<file path="src/rtl/rot_pkg.sv">
`timescale 1ns/1ps
package rot_pkg;
    // Direction encoding of the in_left port.
    typedef enum logic {
        ROT_RIGHT = 1'b0,
        ROT_LEFT  = 1'b1
    } rot_dir_e;
endpackage

</file>
<file path="src/rtl/rot_bitrev.sv">
`timescale 1ns/1ps
// Mirrors the bit order of a word: output bit i takes input bit W-1-i.
module rot_bitrev #(
    parameter int W = 32
) (
    input  logic [W-1:0] din,
    output logic [W-1:0] dout
);
    for (genvar i = 0; i < W; i++) begin : g_bit
        assign dout[i] = din[W-1-i];
    end
endmodule

</file>
<file path="src/rtl/rot_stage.sv">
`timescale 1ns/1ps
// One layer of the rotate tree: a 2:1 multiplexer row that rotates right
// by 2**LVL or passes the word through, with an optional output register.
module rot_stage
    import rot_pkg::*;
#(
    parameter int W          = 32,
    parameter int CW         = 5,
    parameter int LVL        = 0,
    parameter bit REGISTERED = 1'b1,
    parameter bit FINAL      = 1'b0
) (
    input  logic          clk,
    input  logic          rst,
    input  logic          in_vld,
    input  logic [W-1:0]  in_word,
    input  logic [CW-1:0] in_cnt,
    input  rot_dir_e      in_dir,
    output logic          out_vld,
    output logic [W-1:0]  out_word,
    output logic [CW-1:0] out_cnt,
    output rot_dir_e      out_dir
);
    localparam int SHIFT = 1 << LVL;

    logic [W-1:0] rotated;
    logic [W-1:0] stage_word;

    always_comb begin
        if (in_cnt[LVL]) rotated = {in_word[SHIFT-1:0], in_word[W-1:SHIFT]};
        else             rotated = in_word;
    end

    if (FINAL) begin : g_unmirror
        logic [W-1:0] mirrored;
        rot_bitrev #(.W(W)) u_rev (.din(rotated), .dout(mirrored));
        assign stage_word = (in_dir == ROT_LEFT) ? mirrored : rotated;
    end else begin : g_plain
        assign stage_word = rotated;
    end

    if (REGISTERED) begin : g_reg
        always_ff @(posedge clk) begin
            if (rst) out_vld <= 1'b0;
            else     out_vld <= in_vld;
            out_word <= stage_word;
            out_cnt  <= in_cnt;
            out_dir  <= in_dir;
        end
    end else begin : g_wire
        assign out_vld  = in_vld;
        assign out_word = stage_word;
        assign out_cnt  = in_cnt;
        assign out_dir  = in_dir;
    end
endmodule

</file>
<file path="src/rtl/rot_barrel.sv">
`timescale 1ns/1ps
// Log-depth barrel rotator: one 2:1 mux layer per count bit, left rotation
// by mirroring around the right-rotate chain, optional per-layer registers.
module rot_barrel
    import rot_pkg::*;
#(
    parameter int DATA_W   = 32,
    parameter bit PIPELINE = 1'b1
) (
    input  logic                        clk,
    input  logic                        rst,
    input  logic                        in_valid,
    input  logic [DATA_W-1:0]           in_data,
    input  logic [$clog2(DATA_W)-1:0]   in_count,
    input  logic                        in_left,
    output logic                        out_valid,
    output logic [DATA_W-1:0]           out_data
);
    localparam int CNT_W   = $clog2(DATA_W);
    localparam int LATENCY = PIPELINE ? CNT_W : 1;

    logic              vld_s [CNT_W+1];
    logic [DATA_W-1:0] word_s [CNT_W+1];
    logic [CNT_W-1:0]  cnt_s [CNT_W+1];
    rot_dir_e          dir_s [CNT_W+1];

    logic [DATA_W-1:0] in_mirror;
    rot_bitrev #(.W(DATA_W)) u_in_rev (.din(in_data), .dout(in_mirror));

    assign vld_s[0]  = in_valid;
    assign word_s[0] = in_left ? in_mirror : in_data;
    assign cnt_s[0]  = in_count;
    assign dir_s[0]  = rot_dir_e'(in_left);

    for (genvar k = 0; k < CNT_W; k++) begin : g_layer
        rot_stage #(
            .W         (DATA_W),
            .CW        (CNT_W),
            .LVL       (k),
            .REGISTERED(PIPELINE || (k == CNT_W-1)),
            .FINAL     (k == CNT_W-1)
        ) u_stage (
            .clk     (clk),
            .rst     (rst),
            .in_vld  (vld_s[k]),
            .in_word (word_s[k]),
            .in_cnt  (cnt_s[k]),
            .in_dir  (dir_s[k]),
            .out_vld (vld_s[k+1]),
            .out_word(word_s[k+1]),
            .out_cnt (cnt_s[k+1]),
            .out_dir (dir_s[k+1])
        );
    end

    assign out_valid = vld_s[CNT_W];
    assign out_data  = word_s[CNT_W];
endmodule

</file>
<file path="config.mk">
export PLATFORM = sky130hd
export DESIGN_NAME = rot_barrel
export DESIGN_NICKNAME = d
export VERILOG_FILES = /design/src/rtl/rot_pkg.sv /design/src/rtl/rot_bitrev.sv /design/src/rtl/rot_stage.sv /design/src/rtl/rot_barrel.sv
export SDC_FILE = /design/constraint.sdc
export NUM_CORES = 1
export LEC_CHECK = 0
export CORE_UTILIZATION = 40
export DETAILED_ROUTE_END_ITERATION = 6
export PLACE_DENSITY = 0.7
export SLEW_MARGIN = 20
export SYNTH_ARGS = -nofsm -noshare
export SYNTH_HDL_FRONTEND = slang
export SYNTH_SLANG_ARGS = --single-unit
export TNS_END_PERCENT = 10
</file>
<file path="constraint.sdc">
create_clock -name clk -period 3.7 [get_ports clk]
set_input_delay 0.74 -clock clk [delete_from_list [all_inputs] [get_ports clk]]
set_output_delay 0.74 -clock clk [all_outputs]
set_load 0.02 [all_outputs]
</file>
==> results_dict.tcl <==
set metrics [dict create \
    root_buffer "clkbuf_16" \
    cts_buffers 17 \
    irDropWorstVdd_uv 359.2 \
    synthDominantCellAreaShare_pct 56.61 \
    power_density_mw_per_mm2 632.1 \
    max_freq_ghz 0.4789 \
    viasPerCell 4.767 \
    yosys_warnings 0 \
    slew-limit-headroom_pct 38.49 \
    synth_top_family_by_area "multiplexers" \
    grt_max_degree 33 \
    routedWlPerCell_um 14.63 \
    cp.arrival_ns 1.35 \
    critPathSlowestCell "clkdlybuf4s50_1" \
    synthFlopType "dfxtp_1" \
    grt_pass1_wl_um 15970 \
    wl_um 9688 \
    seq_area_mm2 0.003590 \
    clk_transition_reported_paths_ns 0.06 \
    tightest_slew_ns 0.9226 \
    h-tree-depth 4 \
    whs_ns 0.3259 \
    crit_buf_inv 1 \
    cts_sinks 179 \
    cts_tree "done" \
    end_kind "primary output" \
    fin_crit_sh_pct 56.43 \
    avgSynthCellArea_um2 17.06 \
    insertion_delay_ns 0.42 \
    synth_xor_area_share_pct 0.2570 \
    netlist_instances 371 \
    synth_cell_types 11 \
    postCtsSetupBuffers 0 \
    dpl.hpwl_um 7007 \
    synth_compound_area_share_pct 0 \
    async_flop_share_pct 0 \
    synth_most_common_cell "dfxtp_1" \
    n_antenna_cell 0 \
    cp-start-kind "flop" \
    ioPinCount 74 \
    tns_ns 0 \
    hold_buffers 0 \
    place_inst 632 \
    rows 45 \
    ys_ff_latch 179 \
    rsz0062_at_grt "false" \
    crit_required_ns 2.96 \
    grt_pass1_vias 3156 \
    start_util_pct 41.33 \
    crit_family "buffers and inverters" \
    hold_viol_final 0 \
    dr.first_iter.drc_count 133 \
    multi_input_area_mm2 0.002551 \
    gp_congestion 0.7559 \
    finalMaxSlewViolations 0 \
    status "complete, no violations" \
    die_area_mm2 0.01633 \
    ys_top_cells_by_area "dfxtp_1 57%, mux4_2 22%, mux2_2 16%" \
    ctsResizeCount 0 \
    chipHeight_um 127.8 \
    worstHoldPathType "flop to flop" \
    fin_skew_ns 0.01115 \
    nFillCells 1295 \
    vias 3156 \
    crit_fanout 1 \
    synth_adder_area_share_pct 0 \
    yosys.area_share.simple_pct 0.4942 \
    clockBufferDepth 2 \
    postRouteAntennaNets 0 \
    path_class "flop to primary output" \
    setup_viol_count_final 0 \
    maxCapViolations 0 \
    stdcell_area_mm2 0.007745 \
    synthesis.nets 412 \
    drc 0 \
    total_power_mw 4.896 \
    final_layout_size_suffix_gt1_share_pct 41.69 \
    max_stage_delay_ns 0.60 \
    synth_mux_area_share_pct 39.55 \
    port_buffers 73 \
    synth_edf_count 0 \
    yosysSeqAreaShare_pct 56.61 \
    path_cells "clkdlybuf4s50_1" \
    core_area_mm2 0.01531 \
    fin_cells 662 \
    synth_top_area_cell "dfxtp_1" \
    synth_commonest_cells "179 x dfxtp_1, 89 x mux2_2, 61 x mux4_2" \
    die_x_um 127.8 \
    gr-usage-all-layers_pct 12.85 \
    drt-pass1-iter-count 4 \
    syn_to_final_growth_pct 22.36 \
    antenna_found_initial 0 \
    p_leak_nw 2.893 \
    fin_nets 481 \
    placed_area_mm2 0.007149 \
    synthesis.area_mm2 0.006330 \
    fin_crit_ns 2.088 \
    grt-ovfl-total 0 \
]
## state kept, by name, indices dropped and copies added (netlist names)
signal,flops
g_layer.u_stage.out_dir,4
g_layer.u_stage.out_vld,5
g_layer.u_stage.out_cnt,10
g_layer.u_stage.out_word,160
## cell type report
class / instances / share of cell area [%]
clock buffer: 21 / 5.945
clock inverter: 9 / 1.696
multi-input combinational: 166 / 32.94
sequential: 179 / 46.35
tap: 211 / 3.409
timing repair buffer: 76 / 9.661
## logic make-up (layout without fill, tap and decap cells)
logic type | Yosys count | count (layout)
xor gates and xnor gates | 1 | 1
muxes | 160 | 160
DFF | 179 | 179
and+or+nand+nor | 5 | 5
buffers and inverters | 26 | 106
## metal layers
layer  GRT usage (%)  up-vias  share of wire, %  wire (µm)
li1                -     1535                 -          -
met1           16.49     1512                47       4566
met4           4.567        0               1.3        130
met3           4.674       11               5.5        534
met2           19.98       98                46       4456
met5               0        -                 0          0
## stage by stage
step	utilization [%]	setup slack (ns)
after floorplan	-	2.140
after global placement	46.67	1.365
after detailed placement	46.68	1.360
after CTS	50.55	1.584
after global routing	50.57	1.573
final	50.57	1.612
## placed cells by master, fill, tap and decap left out
master and n:
buf_2 1, buf_4 3, bufinv_16 3, clkbuf_1 2
clkbuf_16 17, clkbuf_8 2, clkdlybuf4s50_1 72, clkinv_2 2
clkinv_4 1, clkinvlp_4 3, dfxtp_1 174, dfxtp_2 5
mux2_1 9, mux2_2 89, mux4_1 1, mux4_2 61
nor2b_1 5, xnor2_2 1
## power by group
| part | total (mW) | leakage (nW) | internal [mW] | switching [mW] |
|---|---|---|---|---|
| registers | 2.42 | 1.51 | 2.23 | 0.184 |
| logic | 0.723 | 1.10 | 0.472 | 0.251 |
| clock network | 1.76 | 0.281 | 1.09 | 0.671 |
## worst paths after layout
path,start,end,slack (ns),cells past startpoint
worst max register to register,g_layer[3].u_stage.out_cnt[4],g_layer[4].u_stage.out_word[17],2.01,1
worst max-delay path,g_layer[4].u_stage.out_word[16],out_data[16],1.61,1
worst min-delay path,g_layer[1].u_stage.out_dir,g_layer[2].u_stage.out_dir,0.33,0
worst min register to register,g_layer[1].u_stage.out_dir,g_layer[2].u_stage.out_dir,0.33,0
Power figures use the tool's default switching activity.
